--- config.mk ---
export PLATFORM = sky130hd
export DESIGN_NAME = act_watch_chan
export DESIGN_NICKNAME = d
export VERILOG_FILES = /design/src/rtl/act_watch_chan.sv
export SDC_FILE = /design/constraint.sdc
export NUM_CORES = 1
export LEC_CHECK = 0
export BUFFER_PORTS_ARGS = -buffer_cell sky130_fd_sc_hd__buf_2
export CAP_MARGIN = 15
export CORE_AREA = 2 2 269 271
export CTS_BUF_LIST = sky130_fd_sc_hd__clkbuf_4
export DETAILED_ROUTE_END_ITERATION = 8
export DIE_AREA = 0 0 271 273
export GPL_ROUTABILITY_DRIVEN = 0
export HOLD_SLACK_MARGIN = 0.08
export PLACE_DENSITY_LB_ADDON = 0.3
export SLEW_MARGIN = 20
export SYNTH_ARGS = -nofsm -noshare
export SYNTH_HDL_FRONTEND = slang
export SYNTH_SLANG_ARGS = --single-unit
export TNS_END_PERCENT = 50
--- constraint.sdc ---
create_clock -name clk -period 14.9 [get_ports clk]
set_input_delay 0.745 -clock clk [delete_from_list [all_inputs] [get_ports clk]]
set_output_delay 0.745 -clock clk [all_outputs]
set_load 0.05 [all_outputs]
--- src/rtl/act_watch_chan.sv ---
module act_watch_chan #(
  parameter int PRESCALE = 256,
  parameter int AW = 6
) (
  input  logic          clk,
  input  logic          rst_n,
  input  logic          evt,
  input  logic          tick,
  input  logic          wr_en,
  input  logic [AW-1:0] addr,
  input  logic [31:0]   wdata,
  output logic [31:0]   rdata,
  output logic          irq
);
  localparam int PSW = (PRESCALE > 2) ? $clog2(PRESCALE) : 1;
  localparam logic [PSW-1:0] PS_LAST = PSW'(PRESCALE - 1);

  logic [31:0] ctrl, wm_hi, wm_lo, avg_hi, avg_lo, weight, avg, cnt;
  logic [PSW-1:0] psc;
  logic [2:0] run_hi, run_lo;
  logic [3:0] stat;

  wire en   = ctrl[31];
  wire wrap = en & evt & (psc == PS_LAST);
  wire pend = en & ctrl[18] & tick;
  wire [31:0] cnt_nx = cnt + (wrap ? weight : 32'd0);
  wire [3:0]  shamt = {1'b0, ctrl[12:10]} + 4'd1;

  logic signed [32:0] diff, step;
  assign diff = $signed({1'b0, cnt_nx}) - $signed({1'b0, avg});
  assign step = diff >>> shamt;
  wire [31:0] avg_nx = avg + step[31:0];

  wire hi_hit  = cnt_nx > wm_hi;
  wire lo_hit  = cnt_nx < wm_lo;
  wire fire_hi = pend & hi_hit & (run_hi >= ctrl[28:26]);
  wire fire_lo = pend & lo_hit & (run_lo >= ctrl[25:23]);
  wire [3:0] set = {fire_hi, fire_lo, pend & (avg_nx > avg_hi), pend & (avg_nx < avg_lo)};

  wire wr_stat = wr_en & (addr == AW'(8'h24));
  wire wr_seed = wr_en & (addr == AW'(8'h0C));
  wire [3:0] clr = wr_stat ? wdata[31:28] : 4'd0;

  assign irq = |(stat & {ctrl[30], ctrl[29], ctrl[21], ctrl[20]});

  always_ff @(posedge clk) begin
    if (!rst_n) begin
      ctrl <= '0; wm_hi <= '0; wm_lo <= '0; avg_hi <= '0; avg_lo <= '0;
      weight <= '0; avg <= '0; cnt <= '0; psc <= '0;
      run_hi <= '0; run_lo <= '0; stat <= '0;
    end else begin
      if (wr_en) begin
        case (addr)
          AW'(8'h00): ctrl   <= wdata;
          AW'(8'h04): wm_hi  <= wdata;
          AW'(8'h08): wm_lo  <= wdata;
          AW'(8'h10): avg_hi <= wdata;
          AW'(8'h14): avg_lo <= wdata;
          AW'(8'h18): weight <= wdata;
          default: ;
        endcase
      end
      if (en & evt) psc <= wrap ? '0 : psc + 1'b1;
      cnt <= pend ? 32'd0 : cnt_nx;
      if (wr_seed) avg <= wdata;
      else if (pend) avg <= avg_nx;
      if (pend) begin
        run_hi <= (hi_hit & ~fire_hi) ? run_hi + 3'd1 : 3'd0;
        run_lo <= (lo_hit & ~fire_lo) ? run_lo + 3'd1 : 3'd0;
      end
      stat <= (stat & ~clr) | set;
    end
  end

  always_comb begin
    case (addr)
      AW'(8'h00): rdata = ctrl;
      AW'(8'h04): rdata = wm_hi;
      AW'(8'h08): rdata = wm_lo;
      AW'(8'h0C): rdata = avg;
      AW'(8'h10): rdata = avg_hi;
      AW'(8'h14): rdata = avg_lo;
      AW'(8'h18): rdata = weight;
      AW'(8'h20): rdata = avg;
      AW'(8'h24): rdata = {stat, 28'd0};
      default:    rdata = '0;
    endcase
  end

  p_cnt_clear_r3: assert property (@(posedge clk) disable iff (!rst_n)
    $past(pend) |-> cnt == 32'd0);

  p_avg_between_r4: assert property (@(posedge clk) disable iff (!rst_n)
    $past(pend & ~wr_seed) |->
      ((avg >= $past(avg) && avg <= $past(cnt_nx)) ||
       (avg <= $past(avg) && avg >= $past(cnt_nx))));

  p_stat_rise_r7: assert property (@(posedge clk) disable iff (!rst_n)
    ((stat & ~$past(stat)) != 4'd0) |-> $past(pend));

  p_w1c_r8: assert property (@(posedge clk) disable iff (!rst_n)
    $past(wr_stat & wdata[31] & ~fire_hi) |-> !stat[3]);

  p_hold_off_r10: assert property (@(posedge clk) disable iff (!rst_n)
    !$past(en) |-> ($stable(cnt) && $stable(psc) && $stable(run_hi) && $stable(run_lo)));
endmodule

### Yosys cells after proc, flatten, opt, wreduce, memory -nomap -nowiden

Cells that the tools add are included.

* bits in writable memories: 0
* ROM bits: 0
* latch bits: 0
* memories kept: 0
* output and inout bits: 33
* register bits: 274
* input port bits: 43
* logic and storage cells: 75

* $add $sub $neg: 7
* reduce and logical (&&, ||, !) cells: 11
* div/mod/pow operators: 0
* bitwise logic cells: 21
* shift-type cells: 1
* $lt $le $gt $ge: 6
* multiplexer cells: 8
* equal/unequal tests: 9
* multiply operators: 0

Operators with widths (number)
* one-hot mux 32 bit (8 select lines): 1
* 2-to-1 mux 32 bit: 3
* adder 32 bit: 2
* greater-than comparator 32 bit: 2
* < comparator 32 bit: 2
* >>> shifter 33 x 4 -> 32 bit: 1
* subtractor 32 x 32 -> 33 bit: 1
* equality test 6 x 5 -> 1 bit, second input constant: 3
* bitwise AND 1 bit: 14
* equality test 6 x 4 -> 1 bit, second input constant: 2
* equality test 6 bit, second input constant: 2
* AND reduction 2 bit: 6
* adder 8 x 1 -> 8 bit, second input constant: 1
* bitwise AND 4 bit: 2
* equality test 8 bit, second input constant: 1
* 2-to-1 mux 8 bit: 1
* adder 3 x 1 -> 3 bit, second input constant: 2
* equality test 6 x 3 -> 1 bit, second input constant: 1
* >= comparator 3 bit: 2
* zero test 6 bit: 1
* 2-to-1 mux 3 bit: 2
* adder 3 x 1 -> 4 bit, second input constant: 1
* 2-to-1 mux 4 bit: 1
* inverter 4 bit: 1
* 5 further kinds: 8

### Longest topological paths before layout

* depth in word-level cells: 10
* gate-level depth with buffers: 50
* gate-level depth less buffers: 47

### Worst setup path before layout

OpenSTA, ideal clock, no wires.

* kind: input-to-reg
* start: in evt
* end: reg stat[1]
* setup time: 122 ps
* path buffers: 3
* arrival time: 9530 ps
* required time: 14778 ps
* cell stages on the path: 48
* path slack: 5248 ps
* cell sequence: and2_1 and3_1 and3_1 clkbuf_1 clkbuf_1 and2_1 ha_1 fa_1 a21o_1 a21oi_1 o211ai_1 a21boi_0 nand2_1 nand2_1 a21o_1 a21o_1 xor2_1 ha_1 (+12 left out) a31oi_1 o31ai_1 a31o_2 a21boi_0 o21ai_0 a21oi_1 xnor2_1 ha_1 a21o_1 a21oi_1 nor2b_1 o21ai_0 nand2b_1 a21oi_1 nor2b_1 o21ai_0 nand2_1 o32a_1

* cells in the longest elaborated chain, start to end: 10

Ends and longest elaborated chain
* from (decl): RTL line 7 `input logic evt,`
* bitwise AND 1 bit (2 in series): RTL line 24 `wire wrap = en & evt & (psc == PS_LAST);`
* 2-to-1 mux 32 bit: RTL line 26 `wire [31:0] cnt_nx = cnt + (wrap ? weight : 32'd0);`
* adder 32 bit: RTL line 26
* named net cnt_nx[14]: RTL line 26
* subtractor 32 x 32 -> 33 bit: RTL line 30 `assign diff = $signed({1'b0, cnt_nx}) - $signed({1'b0, avg});`
* >>> shifter 33 x 4 -> 32 bit: RTL line 31 `assign step = diff >>> shamt;`
* adder 32 bit: RTL line 32 `wire [31:0] avg_nx = avg + step[31:0];`
* greater-than comparator 32 bit: RTL line 38 `wire [3:0] set = {fire_hi, fire_lo, pend & (avg_nx > avg_hi), pend & (avg_nx < avg_lo)};`
* bitwise AND 1 bit: RTL line 38
* OR 4 bit: RTL line 71 `stat <= (stat & ~clr) | set;`
* to (signal assigned): RTL line 71
* to (decl): RTL line 21 `logic [3:0] stat;`

The timed path passes the listed nets, and every way through them passes these cells.
A chain may end at the register's enable or synchronous reset.

### Worst setup path in the final report

* start: reg ctrl[31]
* end: reg stat[0]

* cells in the longest elaborated chain, start to end: 10
* elaborated cells on any way between the ends: 12
* those cells by class: 3 x add/sub; 1 x order compare; 1 x shift; 1 x mux; 6 x bitwise

Ends and longest elaborated chain
* from (decl): RTL line 18 `logic [31:0] ctrl, wm_hi, wm_lo, avg_hi, avg_lo, weight, avg, cnt;`
* from (signal assigned): RTL line 54 `AW'(8'h00): ctrl <= wdata;`
* bitwise AND 1 bit (2 in series): RTL line 24
* 2-to-1 mux 32 bit: RTL line 26
* adder 32 bit: RTL line 26
* named net cnt_nx[23]: RTL line 26
* subtractor 32 x 32 -> 33 bit: RTL line 30
* >>> shifter 33 x 4 -> 32 bit: RTL line 31
* adder 32 bit: RTL line 32
* < comparator 32 bit: RTL line 38
* bitwise AND 1 bit: RTL line 38
* OR 4 bit: RTL line 71

The timed path passes the listed nets, and every way through them passes these cells.

==> results.md <==
- Seq/Total Area, Yosys: 25.9%
- Largest net degree at the start of global routing: 83
- Final Hold Viols: 0
- Met1 GRT Util: 26.7%
- #FFs+latches synth: 274
- Leak pwr: 9.58 nW
- Area of the core: 71000 um^2
- Layout Nets: 3206
- Async SR Flop Fraction: 0%
- Die X: 271 um
- Die Ht: 273 um
- TNS Setup: 0 ns
- Initial antenna violation count: 6
- Starting Density: 29.9%
- Yosys top cell area share: 25.9%
- DR DRC count: 0
- Total Die Area: 74000 um^2
- GRT Total Usage: 21.9%
- Overall power: 1.77 mW
- DR vias/cell: 5.45
- Cell Area, Synth: 21200 um^2
- Ys Warns: 0
- Multi-input gate area: 14400 um^2
- Root buffer cell: clkbuf_4
- Hold_buf cts: 0
- Ys flop type: dfxtp_1
- Slowest-stage cell, CP: and3_1
- Status: complete, no violations
- Syn nets: 3178
- Initial DRT Pass Iterations: 8
- Worst path top cell family by delay: compound AO/OA/AOI/OAI gates
- Vias in the first global route: 20.4k
- Hpwl dp: 59900 um
- Largest cells by area after synthesis: dfxtp_1 26%, ha_1 14%, nand2_1 11%, a21oi_1 7.8%, inv_1 3.6%
- Grt ovf: 0
- Fin crit share: 77.7%
- Hold Slack: 0.155 ns
- Fmax: 86.4 MHz
- TritonCTS Buffers: 79
- Fin util: 33.1%
- Clk_skew: 0.0662 ns
- Placement Cell Area: 22500 um^2
- Register area: 5490 um^2
- Global-route wire length before repair: 125000 um
- Worst reg2reg startpoint: ctrl[31]$_SDFFE_PN0P_
- Post-CTS sizing: 0
- Peak VDD IR: 0.0476 mV
- Final ANT Viol Nets: 0
- Cell depth of the worst setup path: 46
- Largest fanout on the critical path: 22
- Min-Delay Path Class: input port to flip-flop
- Post-route minimum period: 11.57 ns
- Cell area after layout: 23500 um^2
- Critical path launch point type: flip-flop
- WP data arrival: 12.39 ns
- Max-slew headroom: 24.1%
- Worst Max-Slew Pin Slew: 1.14 ns
- Clk pin slew, worst setup/hold paths: 0.08 ns
- Layout fillers: 7722
- Top Ports: 76
- Row cnt: 98
- Share of layout cells above drive strength 1: 9.33%
- Critical path required time: 15.72 ns
- WS Path Type: flip-flop to flip-flop
- Initial DRC Count: 1919
- Synth area leader: dfxtp_1
- Max_cap viols: 0
- M3 GR Usage: 3.69%
- Setup crit end: stat[0]$_SDFF_PN0_
- Clk sinks: 274
- Clk Latency, worst-skew pair: 0.91 ns
- Most Used Layer, Global Route: met2
- Clk buf depth: 3
- RSZ-0062 raised after global routing: no
- Cells after Synth: 2902
- Fin. max-slew vios: 0
- Final setup fails: 0
- CP peak stage delay: 0.60 ns
- Worst reg2reg path depth: 46
- Crit path from: ctrl[31]$_SDFFE_PN0P_
- Avg WL per Cell: 21.1 um
- Port Buffers: 75
- Capturing point of the worst reg2reg path: stat[0]$_SDFF_PN0_
- Post-synth EDFFs: 0
- Avg Inst Size Synth: 7.31 um^2
- # H-tree levels: 3
- Area Overhead vs Synth: 10.8%
- Netlist cell types: 82
- GR Layer Usage met2: 37.6%
- Buffers & Inverters on Critical Path: 3
- Detailed Route WL: 82900 um
- Most frequent CP cell: o21ai_0
- Setup repair bufs after CTS: 0
- Crit path capture type: flip-flop
- Power density over the cells: 75.2 nW/um^2
- Worst reg-to-reg setup slack: 3.33 ns
- CTS tree: yes
- Vias: 21.4k
==> logic make-up after synthesis <==
kind of cell	after synthesis	synth area share, %
adder cells (fa/ha/maj)	233	13.8
AO/OA/AOI/OAI	836	25.3
AND/OR/NAND/NOR	1052	21.9
buffers and inverters	368	6.53
multiplexers	44	2.51
flip-flops	274	25.9
XOR/XNOR	95	3.99
==> tightest hold or removal path, delay by kind of cell <==
family / cells / cell delay (ns)
AOI/OAI and AO/OA: 1 / 0.05
buffers and inverters: 1 / 0.15
and+or+nand+nor: 1 / 0.07
==> state kept, by name (all words and copies together), names as in the netlist <==
name and count:
cnt 32, avg 32, stat 4, wm_lo 32
ctrl 32, psc 8, avg_hi 32, wm_hi 32
run_lo 3, run_hi 3, avg_lo 32, weight 32
==> area by class of cell <==
class | count | share of cell area (%)
flip-flops and latches | 274 | 23.3
diodes | 6 | 0.0639
clock inverters | 23 | 0.740
repair buffers | 111 | 2.75
inverters | 204 | 3.28
multi-input cells | 2260 | 61.3
well taps | 950 | 5.06
clock buffers | 108 | 3.45
==> layout by cell type, fill, tap and decap left out, types with 20 or more instances in the layout <==
cell / n
nand2_1: 617
nand4_1: 33
nor2_1: 138
o21ai_0: 146
dfxtp_1: 273
buf_2: 75
xor2_1: 35
a222oi_1: 65
a211oi_1: 24
nand3_1: 43
a21oi_1: 331
inv_1: 203
mux2i_1: 33
nor3_1: 25
clkbuf_4: 108
and2_1: 73
nand2b_1: 25
a21o_1: 79
a31oi_1: 39
buf_4: 36
nor2b_1: 20
ha_1: 230
xnor2_1: 57
==> power by group <==
part	total, mW	leakage [nW]	internal [mW]	switching, mW
sequential	0.738	2.21	0.735	0.00287
clock	0.747	0.584	0.385	0.362
combinational	0.284	6.79	0.0993	0.184
total	1.77	9.58	1.22	0.549
==> cells in the mapped netlist, types with 19 or more instances <==
| library cell | instances |
|---|---|
| nor2b_1 | 20 |
| dfxtp_1 | 274 |
| nor3_1 | 26 |
| and3_1 | 19 |
| xnor2_1 | 58 |
| nand4_1 | 33 |
| mux2i_1 | 33 |
| nand2_1 | 617 |
| a21oi_1 | 331 |
| ha_1 | 230 |
| nand2b_1 | 25 |
| nor2_1 | 141 |
| and2_1 | 71 |
| clkbuf_1 | 149 |
| a211oi_1 | 24 |
| a21o_1 | 79 |
| inv_1 | 204 |
| o21ai_0 | 146 |
| xor2_1 | 36 |
| nand3_1 | 44 |
| a222oi_1 | 65 |
| a31oi_1 | 39 |
==> through the flow <==
stage	setup slack, ns	std cells
after global routing	2.57	3935
after global placement	3.22	3799
final	3.33	3936
after CTS	3.51	3930
after detailed placement	3.22	3799
after floorplan	5.25	2902
==> worst min path at each step <==
stage,from,to,slack (ns),cells past startpoint
finish,wdata[8],weight[8]$_SDFFE_PN0P_,0.15,3
global route,wdata[11],avg_hi[11]$_SDFFE_PN0P_,0.13,3
CTS,wdata[8],weight[8]$_SDFFE_PN0P_,0.1,3
detailed placement,wm_hi[6]$_SDFFE_PN0P_,wm_hi[6]$_SDFFE_PN0P_,0.44,2
global placement,wm_hi[21]$_SDFFE_PN0P_,wm_hi[21]$_SDFFE_PN0P_,0.44,2
floorplan,wm_hi[10]$_SDFFE_PN0P_,wm_hi[10]$_SDFFE_PN0P_,0.43,2
==> per-layer routing <==
metal,share of wire [%],vias to the layer above
met5,0,-
met4,4.4,0
met3,6.2,201
met2,48,787
met1,42,10100
li1,-,10400
Power figures use the tool's default switching activity.
